--- src/rtl/adc_seq_pkg.sv ---
`timescale 1ns/1ps
package adc_seq_pkg;
  typedef enum logic [2:0] {
    ST_IDLE  = 3'd0,
    ST_SETUP = 3'd1,
    ST_PULSE = 3'd2,
    ST_WAIT  = 3'd3,
    ST_RD_LO = 3'd4,
    ST_RD_HI = 3'd5
  } seq_st_t;
endpackage

--- src/rtl/seq_downcnt.sv ---
`timescale 1ns/1ps
module seq_downcnt #(
  parameter int W = 8
) (
  input  logic         clk,
  input  logic         rst_n,
  input  logic         load,
  input  logic [W-1:0] load_val,
  output logic         zero
);
  logic [W-1:0] cnt_q, cnt_d;
  logic         cnt_en;

  assign cnt_en = load | (cnt_q != '0);

  always_comb begin
    cnt_d = cnt_q;
    if (load)               cnt_d = load_val;
    else if (cnt_q != '0)   cnt_d = cnt_q - 1'b1;
  end

  always_ff @(posedge clk or negedge rst_n) begin
    if (!rst_n)      cnt_q <= '0;
    else if (cnt_en) cnt_q <= cnt_d;
  end

  assign zero = (cnt_q == '0);
endmodule

--- src/rtl/seq_sync_rise.sv ---
`timescale 1ns/1ps
module seq_sync_rise #(
  parameter logic RST_VAL = 1'b1
) (
  input  logic clk,
  input  logic rst_n,
  input  logic async_i,
  output logic level_o,
  output logic rise_o
);
  logic s1_q, s2_q, dly_q;

  always_ff @(posedge clk or negedge rst_n) begin
    if (!rst_n) begin
      s1_q  <= RST_VAL;
      s2_q  <= RST_VAL;
      dly_q <= RST_VAL;
    end else begin
      s1_q  <= async_i;
      s2_q  <= s1_q;
      dly_q <= s2_q;
    end
  end

  assign level_o = s2_q;
  assign rise_o  = s2_q & ~dly_q;
endmodule

--- src/rtl/adc_sample_seq.sv ---
`timescale 1ns/1ps
module adc_sample_seq
  import adc_seq_pkg::*;
#(
  parameter int DW           = 16,
  parameter int SETUP_CYC    = 1,
  parameter int CONV_LOW_CYC = 5,
  parameter int ACCESS_CYC   = 9,
  parameter int SAMPLE_CYC   = 1000,
  parameter int BUSY_TMO_CYC = 1600
) (
  input  logic          clk,
  input  logic          rst_n,
  input  logic          run_i,
  input  logic          byte_mode_i,
  input  logic          adc_busy_i,
  input  logic [DW-1:0] adc_data_i,
  output logic          adc_cs_n_o,
  output logic          adc_rc_o,
  output logic          adc_lane_o,
  output logic          smp_valid_o,
  output logic [DW-1:0] smp_data_o,
  output logic          timeout_o
);
  localparam int HW     = DW / 2;
  localparam int PH_M1  = (SETUP_CYC > CONV_LOW_CYC) ? SETUP_CYC : CONV_LOW_CYC;
  localparam int PH_M2  = (ACCESS_CYC > BUSY_TMO_CYC) ? ACCESS_CYC : BUSY_TMO_CYC;
  localparam int PH_MAX = (PH_M1 > PH_M2) ? PH_M1 : PH_M2;
  localparam int PH_W   = $clog2(PH_MAX + 1);
  localparam int SMP_W  = $clog2(SAMPLE_CYC + 1);
  localparam logic [PH_W-1:0]  LD_SETUP  = PH_W'(SETUP_CYC - 1);
  localparam logic [PH_W-1:0]  LD_PULSE  = PH_W'(CONV_LOW_CYC - 1);
  localparam logic [PH_W-1:0]  LD_WAIT   = PH_W'(BUSY_TMO_CYC - 1);
  localparam logic [PH_W-1:0]  LD_ACCESS = PH_W'(ACCESS_CYC - 1);
  localparam logic [SMP_W-1:0] LD_SMP    = SMP_W'(SAMPLE_CYC - 1);

  seq_st_t st_q, st_d;
  logic busy_lvl, busy_rise;
  logic ph_load, ph_zero, smp_load, smp_zero, start;
  logic [PH_W-1:0]  ph_val;
  logic [SMP_W-1:0] smp_val;
  logic word_we, lo_we, hi_we, valid_d, tmo_d;
  logic cs_n_d, rc_d, lane_d;

  seq_sync_rise #(.RST_VAL(1'b1)) u_busy_sync (
    .clk(clk), .rst_n(rst_n), .async_i(adc_busy_i),
    .level_o(busy_lvl), .rise_o(busy_rise)
  );

  seq_downcnt #(.W(PH_W)) u_phase (
    .clk(clk), .rst_n(rst_n), .load(ph_load), .load_val(ph_val), .zero(ph_zero)
  );

  seq_downcnt #(.W(SMP_W)) u_interval (
    .clk(clk), .rst_n(rst_n), .load(smp_load), .load_val(smp_val), .zero(smp_zero)
  );

  assign start    = (st_q == ST_IDLE) & run_i & smp_zero;
  assign smp_load = start | ~run_i;
  assign smp_val  = start ? LD_SMP : '0;

  // next-state and strobe decode
  always_comb begin
    st_d    = st_q;
    word_we = 1'b0;
    lo_we   = 1'b0;
    hi_we   = 1'b0;
    valid_d = 1'b0;
    tmo_d   = 1'b0;
    unique case (st_q)
      ST_IDLE:  if (start) st_d = ST_SETUP;
      ST_SETUP: if (ph_zero) st_d = ST_PULSE;
      ST_PULSE: if (ph_zero) st_d = ST_WAIT;
      ST_WAIT: begin
        if (busy_rise) st_d = ST_RD_LO;
        else if (ph_zero) begin
          st_d  = ST_IDLE;
          tmo_d = 1'b1;
        end
      end
      ST_RD_LO: if (ph_zero) begin
        if (byte_mode_i) begin
          st_d  = ST_RD_HI;
          lo_we = 1'b1;
        end else begin
          st_d    = ST_IDLE;
          word_we = 1'b1;
          valid_d = 1'b1;
        end
      end
      ST_RD_HI: if (ph_zero) begin
        st_d    = ST_IDLE;
        hi_we   = 1'b1;
        valid_d = 1'b1;
      end
      default: st_d = ST_IDLE;
    endcase
  end

  // dwell load on every state change, registered pin levels from next state
  always_comb begin
    ph_load = (st_d != st_q);
    unique case (st_d)
      ST_SETUP:           ph_val = LD_SETUP;
      ST_PULSE:           ph_val = LD_PULSE;
      ST_WAIT:            ph_val = LD_WAIT;
      ST_RD_LO, ST_RD_HI: ph_val = LD_ACCESS;
      default:            ph_val = '0;
    endcase
    cs_n_d = !((st_d == ST_PULSE) || (st_d == ST_RD_LO) || (st_d == ST_RD_HI));
    rc_d   = !((st_d == ST_SETUP) || (st_d == ST_PULSE));
    lane_d = (st_d == ST_RD_HI);
  end

  always_ff @(posedge clk or negedge rst_n) begin
    if (!rst_n) begin
      st_q        <= ST_IDLE;
      adc_cs_n_o  <= 1'b1;
      adc_rc_o    <= 1'b1;
      adc_lane_o  <= 1'b0;
      smp_valid_o <= 1'b0;
      timeout_o   <= 1'b0;
    end else begin
      st_q        <= st_d;
      adc_cs_n_o  <= cs_n_d;
      adc_rc_o    <= rc_d;
      adc_lane_o  <= lane_d;
      smp_valid_o <= valid_d;
      timeout_o   <= tmo_d;
    end
  end

  always_ff @(posedge clk or negedge rst_n) begin
    if (!rst_n) begin
      smp_data_o <= '0;
    end else begin
      if (word_we) smp_data_o          <= adc_data_i;
      if (lo_we)   smp_data_o[HW-1:0]  <= adc_data_i[HW-1:0];
      if (hi_we)   smp_data_o[DW-1:HW] <= adc_data_i[HW-1:0];
    end
  end


  rc_setup_chk: assert property (@(posedge clk) disable iff (!rst_n)
    ($fell(adc_cs_n_o) && !adc_rc_o) |-> $past(!adc_rc_o));

  rel_pair_chk: assert property (@(posedge clk) disable iff (!rst_n)
    ($rose(adc_cs_n_o) && $past(!adc_rc_o)) |-> adc_rc_o);

  busy_rel_chk: assert property (@(posedge clk) disable iff (!rst_n)
    busy_rise |-> (adc_cs_n_o && adc_rc_o));

  no_rd_busy_chk: assert property (@(posedge clk) disable iff (!rst_n)
    (!adc_cs_n_o && adc_rc_o) |-> busy_lvl);

  valid_pulse_chk: assert property (@(posedge clk) disable iff (!rst_n)
    smp_valid_o |=> !smp_valid_o);

  tmo_idle_chk: assert property (@(posedge clk) disable iff (!rst_n)
    timeout_o |-> (adc_cs_n_o && adc_rc_o && !smp_valid_o));
endmodule

--- config.mk ---
export PLATFORM = sky130hd
export DESIGN_NAME = adc_sample_seq
export DESIGN_NICKNAME = d
export VERILOG_FILES = /design/src/rtl/adc_seq_pkg.sv /design/src/rtl/seq_downcnt.sv /design/src/rtl/seq_sync_rise.sv /design/src/rtl/adc_sample_seq.sv
export SDC_FILE = /design/constraint.sdc
export NUM_CORES = 1
export LEC_CHECK = 0
export BUFFER_PORTS_ARGS = -buffer_cell sky130_fd_sc_hd__buf_2
export CAP_MARGIN = 20
export CORE_MARGIN = 10
export CORE_UTILIZATION = 30
export DETAILED_ROUTE_END_ITERATION = 8
export GPL_TIMING_DRIVEN = 0
export SLEW_MARGIN = 20
export SYNTH_ARGS = -nofsm -noshare
export SYNTH_HDL_FRONTEND = slang
export SYNTH_SLANG_ARGS = --single-unit
--- constraint.sdc ---
create_clock -name clk -period 1.9 [get_ports clk]
set_input_delay 0.38 -clock clk [delete_from_list [all_inputs] [get_ports clk]]
set_output_delay 0.38 -clock clk [all_outputs]
set_load 0.01 [all_outputs]
# Yosys cells after proc, flatten, opt, wreduce, memory -nomap -nowiden
# Cells that the tools add are included.
# Widths: inputs -> output; s select.
word_totals:
  regBits: 48
  elab_cells: 79
op_classes:
  addsub: 2
  n_eq_ne: 11
  muxes: 28
  bitwise: 8
  n_reduce_logical: 17
ops:
  columns: ["op", "n"]
  rows:
  - ["$pmux 11 s3", 1]
  - ["$mux 10", 3]
  - ["$mux 11", 2]
  - ["$mux 3", 7]
  - ["$pmux 3 s6", 1]
  - ["$mux 16", 1]
  - ["$mux 8", 2]
  - ["$eq 3x2->1 const B", 4]
  - ["$eq 3x3->1 const B", 4]
  - ["$logic_not 11->1", 1]
  - ["$reduce_bool 11->1", 1]
  - ["$sub 11x1->11 const B", 1]
  - ["$logic_not 10->1", 1]
  - ["$mux 1", 10]
  - ["$reduce_bool 10->1", 1]
  - ["$sub 10x1->10 const B", 1]
  - ["$reduce_bool 2->1", 4]
  - ["$eq 3x1->1 const B", 2]
  - ["$reduce_and 2->1", 2]
  - ["$and 1x1->1", 3]
  - ["$logic_not 3->1", 1]
  - ["$logic_or 1x1->1", 3]
  - ["$ne 3x3->1", 1]
  - ["$or 1x1->1", 3]
  - ["other kinds (4)", 6]

# Longest topological paths before layout
depth:
  ltp_word: 9
  depth_mapped: 8
  ltp_nobuf: 7

# Modules after synthesis
# From an unflattened synthesis, not the netlist that was laid out.
unflattened:
  hier_cells: 235
  area_unflattened_um2: 2477.4
by_module_without_submodules:
  columns: ["mod", "n_inst", "cells_each", "area_each_um2"]
  rows:
  - ["adc_sample_seq", 1, 100, 1123.6]
  - ["seq_downcnt at u_phase", 1, 67, 648.1]
  - ["seq_downcnt at u_interval", 1, 64, 613.1]
  - ["seq_sync_rise", 1, 4, 92.6]

# Worst setup path after synthesis
# No wires, ideal clock.
synth_path:
  path_type: "register to register"
  startpoint: "register u_phase.cnt_q[0]"
  endpoint: "register u_phase.cnt_q[2]"
  setup_ps: 125
  arrival_ps: 1803
  t_required_ps: 1775
  path_slack_ps: -28
  stages_incl_launch_ff: 8
  n_path_buf: 0
  path_cell_list: "dfrtp_1 inv_1 ha_1 nor3b_4 a41o_2 a2bb2oi_4 nor2_2 mux2_4"
synth_between:
  elab_chain_len: 8
  elab_cells_between_ends: 21
synth_lines:
  columns: ["element", "line_no", "text"]
  rows:
  - ["from (decl)", "seq_downcnt.sv:11", "logic [W-1:0] cnt_q, cnt_d;"]
  - ["from (signal assigned)", "seq_downcnt.sv:24", "else if (cnt_en) cnt_q <= cnt_d;"]
  - ["$logic_not 11->1", "seq_downcnt.sv:27", "assign zero = (cnt_q == '0);"]
  - ["$mux 3", "adc_sample_seq.sv:76, adc_sample_seq.sv:91", null]
  - ["$mux 3", "adc_sample_seq.sv:75", "if (busy_rise) st_d = ST_RD_LO;"]
  - ["$pmux 3 s6", "adc_sample_seq.sv:70", "unique case (st_q)"]
  - ["$eq 3x3->1", "adc_sample_seq.sv:103", "unique case (st_d)"]
  - ["$reduce_or 2->1", "adc_sample_seq.sv:103", null]
  - ["$pmux 11 s3", "adc_sample_seq.sv:103", null]
  - ["$mux 11", "seq_downcnt.sv:18", "if (load) cnt_d = load_val;"]
# Several ways; a longest one is shown, not always the timed one. The select of a mux whose other input is x is not followed.
# A chain may end at the register's enable or synchronous reset.

# Final worst setup path
# Ends and elaborated chain as after synthesis.

==> reports/metrics.yaml <==
drt:
  drc_errors: 0
  drt_initial_violations: 78
  dr.pass1.iters: 4
  route.antenna.remaining_nets: 0
  routed_wl_um: 5680
  route.detailed.wl_per_inst_um: 14.3
  vias: 1894
  via_per_inst: 4.78
floorplanning:
  die-height_um: 110
  die_width_um: 110
  rows: 32
  initial_utilization_pct: 31.2
  die_area_um2: 12100
  ioPinCount: 42
  core_region_area_um2: 7810
worst_setup_path:
  cp_cell_sequence: "inv_1 > ha_2 > nor3b_4 > buf_12 > a41o_4 > a2bb2oi_4 > nor2_4 > mux2_4"
  regToRegEndpoint: "u_phase.cnt_q[2]"
  number_of_cells_traversed_by_the_worst_register_to_register_path: 8
  ff2ff_setup_slack_ps: 30
  timing.critical_path.arrival_ps: 2050
  crit_path_top_delay_cell: "sky130_fd_sc_hd__dfrtp_1"
  rr_startpoint: "u_phase.cnt_q[0]"
  end_kind: "flop"
  crit_fanout: 7
  required_ps: 2080
  worstSetupPathType: "reg2reg"
  crit_path_max_incr_delay_ps: 360
  crit_start: "u_phase.cnt_q[0]"
  startpoint_class_of_the_critical_path: "flop"
global_routing:
  number_of_global_route_vias_before_repair: 1896
  grt_start_max_net_pins: 49
  grt_remaining_overflow: 0
  grt_antenna_before_repair: 0
  grt_usage_pct: 9.22
  global_route_wire_length_before_repair_um: 9130
pwr:
  sequentialPowerShare_pct: 49.4
  total_power_mw: 2.49
  max-vdd-ir-drop_v: 0.000351
  powerDensity_nw_per_um2: 801
  net-switching-power_mw: 0.786
  net_sw_share_pct: 31.5
  internal_power_mw: 1.70
  share_clk_of_total_power_pct: 23.5
  comb_power_share_pct: 27.1
  leakagePower_nw: 1.41
cts:
  numClockSinks: 48
  tritoncts.num_buffers: 5
  cts.root.buffer_cell: "sky130_fd_sc_hd__clkbuf_8"
  clock_insertion_delay_worst_skew_ps: 290
  cts-root-to-sink-buffers: 2
  cts-htree-levels: 2
  cts_tree: "done"
  path_clk_slew_ps: 90
logic_synthesis:
  yosys.cell_types.count: 52
  ys_seq_area_share_pct: 49.6
  synth_warnings: 0
  synth_largest_type_area_fraction_pct: 44.2
  cell_type_with_the_largest_total_area_after_synthesis: "sky130_fd_sc_hd__dfrtp_1"
  asyncSetResetFlopFracSynth_pct: 100
  synth.avg_cell_area_um2: 10.7
  synth.cells.most_frequent: "43 x sky130_fd_sc_hd__dfrtp_1, 27 x sky130_fd_sc_hd__nand2_1, 13 x sky130_fd_sc_hd__nor2_1, 11 x sky130_fd_sc_hd__o21ai_1, 9 x sky130_fd_sc_hd__nand3_1"
  syn_nets: 251
  ys_top_cells_by_area: "sky130_fd_sc_hd__dfrtp_1 44%, sky130_fd_sc_hd__dfstp_2 5.4%, sky130_fd_sc_hd__nand2_1 4.2%, sky130_fd_sc_hd__mux2_2 3.7%, sky130_fd_sc_hd__mux2i_1 3.3%"
  syn-instance-count: 227
  synth_most_common_cell: "sky130_fd_sc_hd__dfrtp_1"
  synth_top_flop_cell: "sky130_fd_sc_hd__dfrtp_1"
  synth_enable_flop_cells: 0
  synthesized_flop_and_latch_total: 48
  syn_area_um2: 2430
cells_and_area:
  antenna_cells_inserted: 0
  nets: 317
  layout-drive-gt1-share_pct: 37.8
  flow.area_growth_from_synthesis_pct: 27.7
  postLayoutCoreUtil_pct: 39.8
  num-fill-cells: 753
sta:
  unrepaired_setup_endpoints_after_global_routing: "yes"
  post-route-period-util_pct: 98.3
  finalSetupViolCount: 0
  hold_viol: 0
  slew_violations: 0
  worst_hold_slack_ps: 89.7
  timing_worst_slew_pin_value_ps: 598
  timing.fmax_ghz: 0.535
  max_slew_margin_vs_limit_pct: 60.1
  timing.clock.skew_ps: 11.5
  minimum_period_implied_by_the_final_worst_setup_slack_ps: 1870
placement:
  globalplace.congestion: 0.818
  post-dp-hpwl_um: 4010
  place.port_buffers: 41
flow_run:
  drv.max_cap_violation_count: 0
min_path:
  type_of_the_worst_min_delay_path: "in2async"
status:
  run_status: "completed"
[metal layers]
| layer | track usage [%] | vias to the layer above | wire length (µm) |
|---|---|---|---|
| met4 | 2.94 | 0 | 40 |
| met2 | 15.7 | 28 | 3040 |
| li1 | - | 937 | - |
| met5 | 0 | - | 0 |
| met1 | 11.5 | 925 | 2480 |
| met3 | 1.74 | 4 | 114 |
[worst max-delay path, delay by kind of cell (launching register included)]
kind | cells | cell delay (ps)
adder cells (fa/ha/maj) | 1 | 180
multiplexers | 1 | 310
flip-flops | 1 | 360
buffers and inverters | 2 | 190
AND/OR/NAND/NOR | 2 | 300
AO/OA/AOI/OAI | 2 | 410
[area by class of cell]
| class | instances | area, µm² | share of cell area (%) |
|---|---|---|---|
| buffer | 7 | 52.6 | 1.69 |
| multi-input combinational | 166 | 1250 | 40.1 |
| clock buffer | 7 | 76.3 | 2.45 |
| timing repair buffer | 59 | 373 | 12.0 |
| tap | 102 | 128 | 4.10 |
| inverter | 6 | 22.5 | 0.724 |
| sequential | 48 | 1210 | 38.8 |
| clock inverter | 1 | 5.00 | 0.161 |
[layout by cell type (no fill, tap or decap), types with 6 or more instances in the layout]
master and n:
sky130_fd_sc_hd__dfrtp_1 43, sky130_fd_sc_hd__o21ai_1 11, sky130_fd_sc_hd__mux2_2 8, sky130_fd_sc_hd__nor2_1 13, sky130_fd_sc_hd__buf_2 42, sky130_fd_sc_hd__a21oi_1 6
sky130_fd_sc_hd__xnor2_1 6, sky130_fd_sc_hd__o21ai_0 8, sky130_fd_sc_hd__buf_4 18, sky130_fd_sc_hd__nand2_1 26, sky130_fd_sc_hd__mux2i_1 8, sky130_fd_sc_hd__nand3_1 9
[per-stage QoR]
stage	setup TNS (ps)	setup slack [ps]	area, µm²	cells
floorplan	-28.4	-28.4	2430	227
finish	0	32.2	3110	396
detailed placement	-6690	-387	2770	370
global route	-57.1	-35.2	3110	396
global placement	-4890	-311	2770	370
CTS	0	1.99	2970	387
[flip-flops by register name, indices dropped and copies added, names as in the netlist]
name,count
smp_data_o,16
u_phase.cnt_q,11
st_q,3
adc_cs_n_o,1
u_interval.cnt_q,10
timeout_o,1
smp_valid_o,1
u_busy_sync.dly_q,1
u_busy_sync.s1_q,1
adc_rc_o,1
adc_lane_o,1
u_busy_sync.level_o,1
[worst max-delay path by stage]
stage | endpoint | slack [ps] | cells past startpoint
6_report | u_phase.cnt_q[2] | 30 | 8
5_1_grt | u_phase.cnt_q[2] | -40 | 8
3_5_place_dp | smp_data_o[12] | -390 | 7
2_1_floorplan | u_phase.cnt_q[2] | -30 | 7
3_3_place_gp | smp_data_o[11] | -310 | 7
4_1_cts | u_phase.cnt_q[3] | 2 | 8
[repair_timing]
item / CTS / global route
setup endpoints to repair: 34 / 20
gates cloned: 0 / 2
gates resized for setup: 8 / 19
pin swaps: 5 / 6
hold buffers: 0 / 0
setup buffers: 9 / 8
[logic make-up after synthesis]
| logic type | Yosys count | synth area share, % |
|---|---|---|
| AND/OR/NAND/NOR | 85 | 21.3 |
| AO/OA/AOI/OAI | 49 | 13.7 |
| flip-flops | 48 | 49.6 |
| multiplexers | 17 | 7.61 |
| buffers and inverters | 14 | 2.36 |
| XOR/XNOR | 11 | 3.96 |
| adder cells (fa/ha/maj) | 3 | 1.54 |
[power groups by stage]
stage	Clock, mW	Sequential [mW]	Combinational [mW]
floorplan	0	1.23	0.439
global placement	0	1.24	0.587
detailed placement	0	1.24	0.599
CTS	0.613	1.22	0.602
global route	0.661	1.25	0.766
finish	0.585	1.23	0.676
Power figures use the tool's default switching activity.
